**src/rtl/dslot_seq_pkg.sv**
```systemverilog
package dslot_seq_pkg;
  // Action chosen for one cycle; decides how the address pair moves.
  typedef enum logic [2:0] {
    STEP_HOLD      = 3'd0,  // nothing retired
    STEP_SEQ       = 3'd1,  // plain sequential advance
    STEP_FALL      = 3'd2,  // untaken branch: next instruction is a live slot
    STEP_JUMP      = 3'd3,  // taken branch, slot runs
    STEP_JUMP_SKIP = 3'd4,  // taken branch, slot suppressed
    STEP_SKIP2     = 3'd5,  // untaken annulled branch, slot skipped
    STEP_FAULT     = 3'd6   // branch inside a delay slot
  } step_e;
endpackage

```
**src/rtl/dslot_seq_ctl.sv**
```systemverilog
module dslot_seq_ctl
  import dslot_seq_pkg::*;
(
  input  logic  retire,
  input  logic  is_cti,
  input  logic  taken,
  input  logic  annul,
  input  logic  sup_q,
  input  logic  slot_q,
  output step_e step
);
  always_comb begin
    if (!retire)              step = STEP_HOLD;
    else if (sup_q)           step = STEP_SEQ;
    else if (!is_cti)         step = STEP_SEQ;
    else if (slot_q)          step = STEP_FAULT;
    else if (taken && annul)  step = STEP_JUMP_SKIP;
    else if (taken)           step = STEP_JUMP;
    else if (annul)           step = STEP_SKIP2;
    else                      step = STEP_FALL;
  end
endmodule

```
**src/rtl/dslot_seq_next.sv**
```systemverilog
module dslot_seq_next
  import dslot_seq_pkg::*;
#(
  parameter int AW         = 32,
  parameter int INSN_BYTES = 4
) (
  input  step_e         step,
  input  logic [AW-1:0] pc_q,
  input  logic [AW-1:0] npc_q,
  input  logic [AW-1:0] target,
  input  logic          sup_q,
  input  logic          slot_q,
  output logic [AW-1:0] pc_n,
  output logic [AW-1:0] npc_n,
  output logic          sup_n,
  output logic          slot_n
);
  localparam logic [AW-1:0] WORD  = AW'(INSN_BYTES);
  localparam logic [AW-1:0] TWO   = AW'(2 * INSN_BYTES);
  localparam logic [AW-1:0] THREE = AW'(3 * INSN_BYTES);
  localparam logic [AW-1:0] MASK  = ~AW'(INSN_BYTES - 1);

  logic [AW-1:0] tgt_al;
  logic [AW-1:0] npc_inc;
  assign tgt_al  = target & MASK;
  assign npc_inc = npc_q + WORD;

  always_comb begin
    pc_n   = pc_q;
    npc_n  = npc_q;
    sup_n  = sup_q;
    slot_n = slot_q;
    unique case (step)
      STEP_HOLD: ;
      STEP_SEQ, STEP_FAULT: begin
        pc_n = npc_q; npc_n = npc_inc; sup_n = 1'b0; slot_n = 1'b0;
      end
      STEP_FALL: begin
        pc_n = npc_q; npc_n = npc_inc; sup_n = 1'b0; slot_n = 1'b1;
      end
      STEP_JUMP: begin
        pc_n = npc_q; npc_n = tgt_al; sup_n = 1'b0; slot_n = 1'b1;
      end
      STEP_JUMP_SKIP: begin
        pc_n = npc_q; npc_n = tgt_al; sup_n = 1'b1; slot_n = 1'b1;
      end
      STEP_SKIP2: begin
        pc_n = pc_q + TWO; npc_n = pc_q + THREE; sup_n = 1'b0; slot_n = 1'b0;
      end
      default: ;
    endcase
  end
endmodule

```
**src/rtl/dslot_seq.sv**
```systemverilog
module dslot_seq
  import dslot_seq_pkg::*;
#(
  parameter int            AW         = 32,
  parameter int            INSN_BYTES = 4,
  parameter logic [AW-1:0] RESET_PC   = '0
) (
  input  logic          clk,
  input  logic          rst,
  input  logic          retire_i,
  input  logic          cti_i,
  input  logic          taken_i,
  input  logic          annul_i,
  input  logic [AW-1:0] target_i,
  output logic [AW-1:0] pc_o,
  output logic [AW-1:0] npc_o,
  output logic          suppress_o,
  output logic          nest_err_o
);
  localparam logic [AW-1:0] RESET_NPC = RESET_PC + AW'(INSN_BYTES);

  logic [AW-1:0] pc_q, npc_q, pc_n, npc_n;
  logic          sup_q, sup_n, slot_q, slot_n, err_q;
  step_e         step;

  dslot_seq_ctl u_ctl (
    .retire (retire_i),
    .is_cti (cti_i),
    .taken  (taken_i),
    .annul  (annul_i),
    .sup_q  (sup_q),
    .slot_q (slot_q),
    .step   (step)
  );

  dslot_seq_next #(.AW(AW), .INSN_BYTES(INSN_BYTES)) u_next (
    .step   (step),
    .pc_q   (pc_q),
    .npc_q  (npc_q),
    .target (target_i),
    .sup_q  (sup_q),
    .slot_q (slot_q),
    .pc_n   (pc_n),
    .npc_n  (npc_n),
    .sup_n  (sup_n),
    .slot_n (slot_n)
  );

  always_ff @(posedge clk) begin
    if (rst) begin
      pc_q   <= RESET_PC;
      npc_q  <= RESET_NPC;
      sup_q  <= 1'b0;
      slot_q <= 1'b0;
      err_q  <= 1'b0;
    end else begin
      pc_q   <= pc_n;
      npc_q  <= npc_n;
      sup_q  <= sup_n;
      slot_q <= slot_n;
      err_q  <= err_q | (step == STEP_FAULT);
    end
  end

  assign pc_o       = pc_q;
  assign npc_o      = npc_q;
  assign suppress_o = sup_q;
  assign nest_err_o = err_q;
endmodule

```
**config.mk**
```make
export PLATFORM = sky130hd
export DESIGN_NAME = dslot_seq
export DESIGN_NICKNAME = d
export VERILOG_FILES = /design/src/rtl/dslot_seq_pkg.sv /design/src/rtl/dslot_seq_ctl.sv /design/src/rtl/dslot_seq_next.sv /design/src/rtl/dslot_seq.sv
export SDC_FILE = /design/constraint.sdc
export NUM_CORES = 1
export LEC_CHECK = 0
export BUFFER_PORTS_ARGS = -buffer_cell sky130_fd_sc_hd__buf_2
export CAP_MARGIN = 20
export CELL_PAD_IN_SITES_DETAIL_PLACEMENT = 1
export CELL_PAD_IN_SITES_GLOBAL_PLACEMENT = 1
export CORE_MARGIN = 2
export CORE_UTILIZATION = 36
export CTS_CLUSTER_SIZE = 16
export DETAILED_ROUTE_END_ITERATION = 8
export GPL_TIMING_DRIVEN = 0
export PLACE_DENSITY_LB_ADDON = 0.1
export SYNTH_ARGS = -nofsm -noshare
export SYNTH_HDL_FRONTEND = slang
export SYNTH_SLANG_ARGS = --single-unit
```
**constraint.sdc**
```tcl
create_clock -name clk -period 2.2 [get_ports clk]
set_input_delay 0.44 -clock clk [delete_from_list [all_inputs] [get_ports clk]]
set_output_delay 0.44 -clock clk [all_outputs]
set_load 0.01 [all_outputs]
```
==> tab_implementation.tex <==
\begin{tabular}{lr}
\hline
Metric & Value \\
\hline
\multicolumn{2}{l}{\textbf{Yosys}} \\
Syn. warnings & 0 \\
Synthesized instance count & a little under 700 \\
Post-Syn Area & between 4000 and 5000 µm² \\
\#FFs+latches synth & 67 \\
Net count after synthesis & 729 \\
Per-instance average area after synthesis & 7.123 µm² \\
Number of flops mapped to enable cells by yosys & 0 \\
Number of different library cells in the post-synthesis netlist & 72 \\
Ys flop type & sky130\_fd\_sc\_hd\_\_dfxtp\_1 \\
Portion of the post-synthesis area used by sequential elements & roughly 28\% \\
Async set-reset flop share out of synthesis & 0\% \\
\multicolumn{2}{l}{\textbf{Power and ir drop}} \\
Worst-case vdd ir drop & 0.0003258 V \\
PD cells & approximately 510 nW/µm² \\
Static Leak & 2.606 nW \\
\multicolumn{2}{l}{\textbf{Hold path}} \\
Worst Hold Launch & target\_i[24] \\
Hold/Removal Path Class & in -> reg \\
Terminating pin of the worst hold path & npc\_o[24] \\
Hold path depth & 3 \\
\multicolumn{2}{l}{\textbf{Final layout}} \\
Layout overhead on the synthesized area & 39.80\% \\
Diodes inserted & 0 \\
Layout cell share with drive strength beyond 1 & a little over a third \\
Highest-count cells in the layout ignoring fill and taps & sky130\_fd\_sc\_hd\_\_buf\_2, sky130\_fd\_sc\_hd\_\_nor2\_1, sky130\_fd\_sc\_hd\_\_nand2\_1 \\
Commonest non-fill, non-tap cell in the layout & sky130\_fd\_sc\_hd\_\_buf\_2 \\
Design Area, Final & slightly below 7000 µm² \\
Final Net Count & between 800 and 900 \\
\multicolumn{2}{l}{\textbf{Critical path}} \\
Delay-heaviest family, CP & simple AND/OR/NAND/NOR gates \\
Maximum cell stage delay along the critical path & about 0.58 ns \\
Data required time at the worst endpoint & 2.44 ns \\
Worst Path Buf+Inv & 0 \\
Startpoint of the lowest-slack register-to-register path & pc\_o[4] \\
Biggest fanout along the worst timing path & 8 \\
Cells on worst reg2reg path & 7 \\
Worst reg2reg setup slack & -0.06 ns \\
Worst reg2reg path endpoint & npc\_o[21] \\
Type of element capturing the critical path & flip-flop \\
Setup Crit Path Kind & reg -> reg \\
CP Depth & 7 \\
Arrival time at the worst endpoint & roughly 2.5 ns \\
Kind of start point of the critical path & flip-flop \\
Crit path max-delay cell type & sky130\_fd\_sc\_hd\_\_or4\_4 \\
Worst-path cell chain & ha\_4 -> a21oi\_4 -> or4\_4 -> or4\_4 -> a21oi\_4 -> nor3\_2 -> nor4\_1 \\
\multicolumn{2}{l}{\textbf{Floorplan}} \\
Area inside the core boundary & $\sim$13000 µm² \\
I/O pins & about 100 \\
DIE AREA & about 14000 µm² \\
Starting Density & 36.79\% \\
Die height & around 120 µm \\
Horiz. Die Dim & about 120 µm \\
Std-Cell Rows & 42 \\
\multicolumn{2}{l}{\textbf{STA}} \\
Fin crit period & between 2 and 2.5 ns \\
Max Slew Vio Count & 0 \\
Final number of hold-violating endpoints & 0 \\
Setup TNS Final & -0.06255 ns \\
Setup repair after global routing missed its margin & true \\
Transition time at the pin with the least slew margin & about 0.96 ns \\
Headroom to the max-slew limit & a little over a third \\
Top achievable clock speed & approximately 440 MHz \\
Final setup fails & 1 \\
Setup clock skew after layout & 0.005315 ns \\
Post-layout worst setup margin & -0.06255 ns \\
Crit share post-route & 102.8\% \\
\multicolumn{2}{l}{\textbf{Place}} \\
Detail Placement HPWL & approximately 18 mm \\
Number of buffers added on ports & between 100 and 150 \\
Final RePlAce weighted congestion & $\sim$0.95 \\
Dpl cell area & $\sim$5700 µm² \\
\multicolumn{2}{l}{\textbf{Clock tree}} \\
Clock Path Buffers & 2 \\
TritonCTS buffer count & 9 \\
Cts hold-fix bufs & 0 \\
Clock sink total & 67 \\
Clk root buf & sky130\_fd\_sc\_hd\_\_clkbuf\_16 \\
Clk\_lat worst skew & 0.35 ns \\
H-Tree Level Count & 3 \\
TritonCTS clock tree & built \\
Clock transition at path regs & roughly 0.060 ns \\
\multicolumn{2}{l}{\textbf{Global routing}} \\
Maximum number of pins on one net before global-route repair & 11 \\
Vias in the first global route & between 6k and 7k \\
Global-route wire length before repair & just under 40 mm \\
Tot GR Track Use & a little over a third \\
Leftover overflow at the end of global routing & 0 \\
Initial antenna violation count & 1 \\
\multicolumn{2}{l}{\textbf{Detailed routing}} \\
Routed via count divided by cell count & 6.489 \\
DRC violation count after routing & 0 \\
Drt pass-1 iters & 5 \\
Antenna Nets Post-Route & 0 \\
Starting DRT DRC Count & roughly 650 \\
Aggregate routed wire length & 26.32 mm \\
Post-detailed-route wirelength per cell & approximately 26 µm \\
Routed vias & $\sim$6.5k \\
\multicolumn{2}{l}{\textbf{Outcome}} \\
Violated checks & setup timing \\
Result of the run & finished, violations left \\
\multicolumn{2}{l}{\textbf{Job}} \\
Max\_cap viols & 0 \\
\hline
\end{tabular}
## worst max path at each step
stage                           end  slack [ns]  startpoint
after floorplan           npc_o[21]        0.01     pc_o[3]
after global placement     pc_o[14]       -0.89     pc_o[9]
after detailed placement  npc_o[10]       -0.92     taken_i
after CTS                 npc_o[17]       -0.08     taken_i
after global routing      npc_o[21]       -0.12     pc_o[4]
final                     npc_o[21]       -0.06     pc_o[4]
## worst reg2reg max path: stages, from the launching register on
cell and delay, ns:
sky130_fd_sc_hd__dfxtp_4 0.43, sky130_fd_sc_hd__ha_4 0.19, sky130_fd_sc_hd__a21oi_4 0.05, sky130_fd_sc_hd__or4_4 0.58, sky130_fd_sc_hd__or4_4 0.45, sky130_fd_sc_hd__a21oi_4 0.18
sky130_fd_sc_hd__nor3_2 0.07, sky130_fd_sc_hd__nor4_1 0.22
## layout make-up
| cell class | count | area, µm² |
|---|---|---|
| plain buffers | 53 | 407.9 |
| multi-input cells | 539 | 3700 |
| fillers | 1664 | 6431 |
| inverters | 19 | 73.82 |
| well taps | 176 | 220.2 |
| repair buffers | 133 | 762.0 |
| flip-flops and latches | 67 | 1386 |
| clock buffers | 12 | 246.5 |
| clock inverters | 3 | 15.01 |
## through the flow
step                      setup slack (ns)  instances  util (%)  total power, mW  hold WS (ns)
after global placement             -0.8883        961     42.80            2.005        0.4469
after CTS                         -0.08165        987     48.44            3.420        0.3626
after global routing               -0.1175       1002     51.44            3.605        0.3827
final                             -0.06255       1002     51.44            3.492        0.3643
after detailed placement           -0.9221        961     42.85            2.021        0.4669
after floorplan                    0.01452        684         -            1.731        0.5047
## metal layers
| metal | up-vias | wire length [µm] | GRT usage [%] |
|---|---|---|---|
| met4 | 0 | 1176 | 16.72 |
| met3 | 88 | 2499 | 6.934 |
| met5 | - | 0 | 0 |
| li1 | 2831 | - | - |
| met1 | 3181 | 10780 | 46.29 |
| met2 | 402 | 11870 | 57.21 |
## cell families after synthesis
logic type / Yosys count / share of synthesized area (%)
and+or+nand+nor: 295 / 30.77
AOI/OAI and AO/OA: 204 / 27.14
buffers and inverters: 78 / 6.677
DFF: 67 / 27.53
xor gates and xnor gates: 28 / 5.033
adders and majority gates: 7 / 1.798
muxes: 5 / 1.053
## registers in the layout (all words and copies together) (netlist names)
register	flops
slot_q	1
pc_o	32
suppress_o	1
npc_o	32
nest_err_o	1
## timing repair
action                                  4_1_cts  5_1_grt
setup buffers                                12       20
resized for setup                           111       72
pin swaps                                    11       16
endpoints found under the setup margin       64       60
endpoints found under the hold margin         0        0
## cell usage after synthesis (all sizes together) (7+ instances only)
master	count	area, µm²
nand4	23	150.1
o21ai	56	280.3
dfxtp	67	1341
a211oi	10	75.07
nand2	66	247.7
a221oi	8	70.07
buf	23	118.9
nor3	31	160.1
a22oi	10	75.07
nor4	30	209.0
xnor2	18	157.7
a21oi	60	307.8
clkbuf	36	135.1
nor2	71	266.5
xor2	10	87.58
inv	19	71.32
ha	7	87.58
nand3	38	207.7
## power by group
| group | switching (mW) | total [mW] | internal (mW) | leakage [nW] |
|---|---|---|---|---|
| logic | 0.456 | 0.743 | 0.288 | 1.92 |
| clock network | 0.586 | 1.37 | 0.783 | 0.132 |
| registers | 0.108 | 1.38 | 1.27 | 0.559 |
| total | 1.15 | 3.49 | 2.34 | 2.61 |
(Power assumes the default switching activity.)
